==> src/rtl/bhm_pkg.sv <==
package bhm_pkg;
  localparam int TSEL_W = 2;

  typedef struct packed {
    logic              halt_en;
    logic              bm_en;
    logic [TSEL_W-1:0] tsel;
  } bhm_cfg_t;

  // Each step of the period code halves the base period.
  function automatic int unsigned tmo_clocks(input int unsigned base,
                                             input logic [TSEL_W-1:0] code);
    return base >> code;
  endfunction
endpackage

==> src/rtl/bhm_cfg_regs.sv <==
module bhm_cfg_regs
  import bhm_pkg::*;
(
  input  logic       clk,
  input  logic       rst_n,
  input  logic [2:0] wr_sel,
  input  logic [3:0] wdata,
  output bhm_cfg_t   cfg,
  output logic       bm_lock,
  output logic       tsel_lock
);
  always_ff @(posedge clk) begin
    if (!rst_n) begin
      cfg       <= '0;
      bm_lock   <= 1'b0;
      tsel_lock <= 1'b0;
    end else begin
      if (wr_sel[0]) cfg.halt_en <= wdata[0];
      if (wr_sel[1] && !bm_lock) begin
        cfg.bm_en <= wdata[1];
        bm_lock   <= 1'b1;
      end
      if (wr_sel[2] && !tsel_lock) begin
        cfg.tsel  <= wdata[3:2];
        tsel_lock <= 1'b1;
      end
    end
  end
endmodule

==> src/rtl/bhm_cycle_timer.sv <==
module bhm_cycle_timer
  import bhm_pkg::*;
#(
  parameter int unsigned BASE_PERIOD = 64
) (
  input  logic              clk,
  input  logic              rst_n,
  input  logic              start,
  input  logic              ext,
  input  logic              ack,
  input  logic              bm_en,
  input  logic [TSEL_W-1:0] tsel,
  output logic              busy,
  output logic              tmo
);
  localparam int CNT_W = $clog2(BASE_PERIOD);
  localparam int LIM_W = CNT_W + 1;

  logic [CNT_W-1:0] cnt;
  logic [LIM_W-1:0] limit;
  logic             term;

  assign limit = LIM_W'(tmo_clocks(BASE_PERIOD, tsel));
  assign term  = ({1'b0, cnt} == (limit - LIM_W'(1)));

  always_ff @(posedge clk) begin
    if (!rst_n) begin
      busy <= 1'b0;
      cnt  <= '0;
      tmo  <= 1'b0;
    end else begin
      tmo <= 1'b0;
      if (busy) begin
        if (ack) begin
          busy <= 1'b0;
        end else if (term) begin
          busy <= 1'b0;
          tmo  <= 1'b1;
        end else begin
          cnt <= cnt + CNT_W'(1);
        end
      end else if (start && ext && bm_en) begin
        busy <= 1'b1;
        cnt  <= '0;
      end
    end
  end
endmodule

==> src/rtl/bhm_fault_track.sv <==
module bhm_fault_track (
  input  logic clk,
  input  logic rst_n,
  input  logic fault_in,
  input  logic tmo,
  input  logic ack,
  input  logic halt_en,
  output logic fault_ev,
  output logic pending,
  output logic halt
);
  logic dbl;

  assign fault_ev = fault_in | tmo;
  assign dbl      = fault_ev & pending;

  always_ff @(posedge clk) begin
    if (!rst_n) begin
      pending <= 1'b0;
      halt    <= 1'b0;
    end else begin
      if (fault_ev)  pending <= 1'b1;
      else if (ack)  pending <= 1'b0;
      if (dbl && halt_en) halt <= 1'b1;
    end
  end
endmodule

==> src/rtl/bushalt_mon.sv <==
module bushalt_mon
  import bhm_pkg::*;
#(
  parameter int unsigned BASE_PERIOD = 64
) (
  input  logic       clk,
  input  logic       rst_n,
  input  logic       cyc_start,
  input  logic       cyc_ext,
  input  logic       cyc_ack,
  input  logic       bus_fault,
  input  logic [2:0] cfg_wr_sel,
  input  logic [3:0] cfg_wdata,
  output logic       bus_err,
  output logic       halt
);
  bhm_cfg_t cfg_q;
  logic     bm_lock, tsel_lock;
  logic     busy_w, tmo_w, fault_ev_w, pending_w;

  bhm_cfg_regs u_cfg (
    .clk(clk), .rst_n(rst_n), .wr_sel(cfg_wr_sel), .wdata(cfg_wdata),
    .cfg(cfg_q), .bm_lock(bm_lock), .tsel_lock(tsel_lock)
  );

  bhm_cycle_timer #(.BASE_PERIOD(BASE_PERIOD)) u_tmr (
    .clk(clk), .rst_n(rst_n), .start(cyc_start), .ext(cyc_ext),
    .ack(cyc_ack), .bm_en(cfg_q.bm_en), .tsel(cfg_q.tsel),
    .busy(busy_w), .tmo(tmo_w)
  );

  bhm_fault_track u_flt (
    .clk(clk), .rst_n(rst_n), .fault_in(bus_fault), .tmo(tmo_w),
    .ack(cyc_ack), .halt_en(cfg_q.halt_en), .fault_ev(fault_ev_w),
    .pending(pending_w), .halt(halt)
  );

  assign bus_err = tmo_w;
endmodule

==> config.mk <==
export PLATFORM = sky130hd
export DESIGN_NAME = bushalt_mon
export DESIGN_NICKNAME = d
export VERILOG_FILES = /design/src/rtl/bhm_pkg.sv /design/src/rtl/bhm_cfg_regs.sv /design/src/rtl/bhm_cycle_timer.sv /design/src/rtl/bhm_fault_track.sv /design/src/rtl/bushalt_mon.sv
export SDC_FILE = /design/constraint.sdc
export NUM_CORES = 1
export LEC_CHECK = 0
export BUFFER_PORTS_ARGS = -buffer_cell sky130_fd_sc_hd__buf_2
export CAP_MARGIN = 25
export CELL_PAD_IN_SITES_DETAIL_PLACEMENT = 2
export CELL_PAD_IN_SITES_GLOBAL_PLACEMENT = 2
export CORE_ASPECT_RATIO = 1.4
export CORE_MARGIN = 2
export CORE_UTILIZATION = 36
export CTS_BUF_LIST = sky130_fd_sc_hd__clkbuf_8
export DETAILED_ROUTE_END_ITERATION = 8
export PLACE_DENSITY = 0.92
export SLEW_MARGIN = 15
export SYNTH_ARGS = -nofsm -noshare
export SYNTH_HDL_FRONTEND = slang
export SYNTH_SLANG_ARGS = --single-unit
export TNS_END_PERCENT = 50
==> constraint.sdc <==
create_clock -name clk -period 3.3 [get_ports clk]
set_input_delay 0.66 -clock clk [delete_from_list [all_inputs] [get_ports clk]]
set_output_delay 0.66 -clock clk [all_outputs]
set_load 0.01 [all_outputs]
==> results.yml <==
outcome:
  status: "completed"
floorplanning:
  core_region_area_um2: 1900
  rows: 19
  die_x_um: 41.5
  io_pins: 15
  dieArea_um2: 2340
  start_util_pct: 37.2
  die_h_um: 56.5
sta:
  whs_ps: 474
  max_freq_mhz: 615
  slew_viol_final: 0
  fin_crit_sh_pct: 49.3
  hold_viol: 0
  fin_tns_setup_ps: 0
  period_minus_slack_ps: 1630
  final.setup_skew_ps: 1.61
  setup_ws_ps: 1670
  setup_viol: 0
  rsz0062_at_grt: "false"
  worst_slew_pin_slew_ps: 359
  maxSlewHeadroom_pct: 75.8
worst_setup_path:
  critPathMaxStageDelay_ps: 360
  critPathKind: "reg2reg"
  path_cells: "o211ai_1 > a2bb2oi_2 > nor2_2 > o211a_4 > a221o_1"
  start_kind: "register"
  worstPathMaxFanout: 5
  reg2reg_to: "u_tmr.cnt[5]"
  r2r_slack_ps: 1670
  reg2regPathDepth: 5
  critPathCaptureType: "register"
  critical_path.slowest_cell: "dfxtp_1"
  cp.arrival_ps: 1770
  crit-reg2reg-launch: "u_cfg.cfg[0]"
  crit_required_ps: 3440
clock_tree:
  path_clk_slew_ps: 60
  cts-root-buf: "clkbuf_8"
  htreeDepth: 1
  post_cts_buffers: 0
  cts_tree: "built"
  ctsResizeCount: 0
  clock-sinks: 16
  cts_buffer_depth: 2
  cts_buffers: 3
  clk_latency_ps: 250
  cts_hold_buffers: 0
final_layout:
  drive_gt1_share_pct: 28.1
  layout_common_cells: "dfxtp_1, buf_2, nor2_1"
  final_nets: 104
  area.growth.synth_to_final_pct: 20.8
  layout_commonest_cell: "dfxtp_1"
  antenna_cells: 0
  final_cells: 110
hold_path:
  min_path_cells: 2
  hold_path_end: "u_flt.halt"
  min-delay-start: "u_flt.halt"
  hold_class: "reg2reg"
global_routing:
  grt.overflow.total: 0
  grt_pass1_wl_um: 3450
  track_usage_pct: 19.7
  first_global_vias: 740
  antenna_found_initial: 0
  grt_max_degree: 12
synthesis:
  syn_inst: 72
  synth_fp_nets: 86
  avgSynthCellArea_um2: 9.84
  synth_cell_types: 34
  mappedNetlistArea_um2: 708
  yosys_register_bits: 16
  yosys_warnings: 0
  ys_seq_area_share_pct: 45.2
routing:
  detail-route-antenna-nets: 0
  viasPerCell: 5.64
  wl_per_cell_um: 18.3
  dr.pass1.iters: 2
  vias: 620
  drt_wl_total_um: 2010
  remaining_drc_errors: 0
  drt_iter0_drc: 3
placement:
  dp_cells: 106
  routabilityCongestion: 0.702
  pre_cts_slack_ps: 1430
  portBuffers: 14
  hpwl_um: 1490
pwr:
  power_density_nw_per_um2: 479
  leakage_uw: 0.000379
  ir_drop_v: 0.000248
run:
  maxCapViolations: 0
[how the worst max path moves through the flow]
| stage | from | end | slack (ps) |
|---|---|---|---|
| after floorplan | cyc_ack | u_tmr.cnt[5] | 1730 |
| after global placement | rst_n | u_tmr.cnt[3] | 1520 |
| after detailed placement | rst_n | u_tmr.cnt[3] | 1430 |
| after CTS | u_cfg.cfg[0] | u_tmr.cnt[5] | 1670 |
| after global routing | u_tmr.cnt[3] | u_tmr.cnt[5] | 1580 |
| final | u_cfg.cfg[0] | u_tmr.cnt[5] | 1670 |
[per-layer routing]
metal	GRT usage [%]	part of all wire, %
met5	0	0
met4	15.2	5.2
met3	3.54	3.0
met2	35.0	56
met1	19.6	36
[synth_stat cells]
master / count / area [um2]
a211o_1: 1 / 8.76
a211oi_1: 1 / 7.51
a21oi_1: 3 / 15.0
a221o_1: 1 / 10.0
a22o_1: 2 / 17.5
a2bb2oi_2: 1 / 15.0
a31oi_1: 1 / 6.26
and2_1: 1 / 6.26
and3_1: 1 / 6.26
clkbuf_1: 1 / 3.75
dfxtp_1: 16 / 320
ha_1: 1 / 12.5
inv_1: 3 / 11.3
mux2_2: 1 / 11.3
mux2i_1: 4 / 40.0
nand2_1: 1 / 3.75
nand2b_1: 2 / 12.5
nand3_1: 2 / 10.0
nand4b_1: 1 / 8.76
nor2_1: 10 / 37.5
nor2_2: 1 / 6.26
nor2b_1: 4 / 25.0
nor2b_2: 1 / 8.76
nor3_1: 1 / 5.00
nor3b_1: 1 / 7.51
nor4_1: 1 / 6.26
o211a_1: 1 / 10.0
o211a_4: 1 / 17.5
o211ai_1: 2 / 15.0
o211ai_2: 1 / 12.5
o21a_1: 1 / 7.51
o21a_2: 1 / 8.76
o21ai_1: 1 / 5.00
xnor2_1: 1 / 8.76
[flip-flops by register name, indices dropped and copies added (netlist names)]
| signal | cells |
|---|---|
| u_cfg.bm_lock | 1 |
| u_cfg.cfg | 4 |
| u_cfg.tsel_lock | 1 |
| u_flt.halt | 1 |
| u_flt.pending | 1 |
| u_tmr.busy | 1 |
| u_tmr.cnt | 6 |
| u_tmr.tmo | 1 |
[critical path: cells and delay by family, from the launching register on]
kind / cells / cell delay, ps
AO/OA/AOI/OAI: 4 / 1080
flip-flops: 1 / 360
AND/OR/NAND/NOR: 1 / 90
[metrics by stage]
stage          utilization [%]  power [uW]  cell area (um2)
2_1_floorplan                -         224              708
3_3_place_gp              42.1         234              801
3_5_place_dp              42.1         238              801
4_1_cts                   45.0         417              856
5_1_grt                   45.0         428              856
6_report                  45.0         410              856
[power by group]
| part | internal [uW] | leakage [uW] | switching [uW] |
|---|---|---|---|
| sequential | 199 | 0.000131 | 4.41 |
| clock | 106 | 0.0000288 | 70.2 |
| combinational | 14.8 | 0.000220 | 15.6 |
[logic make-up (layout without fill, tap and decap cells)]
| logic type | after synthesis | count (layout) | share of synthesized area, % |
|---|---|---|---|
| AOI/OAI and AO/OA | 18 | 18 | 22.1 |
| xor gates and xnor gates | 1 | 1 | 1.24 |
| adders and majority gates | 1 | 1 | 1.77 |
| buffers and inverters | 4 | 21 | 2.12 |
| DFF | 16 | 16 | 45.2 |
| muxes | 5 | 5 | 7.24 |
| and+or+nand+nor | 27 | 27 | 20.3 |
[layout make-up]
cell class                      instances  area (um2)
Fill cell                             227        1050
Timing Repair Buffer                   14        70.1
Sequential cell                        16         320
Clock buffer                            4        55.1
Inverter                                3        11.3
Multi-Input combinational cell         52         373
Tap cell                               21        26.3
Note: power is estimated with default switching activity, not from simulation.
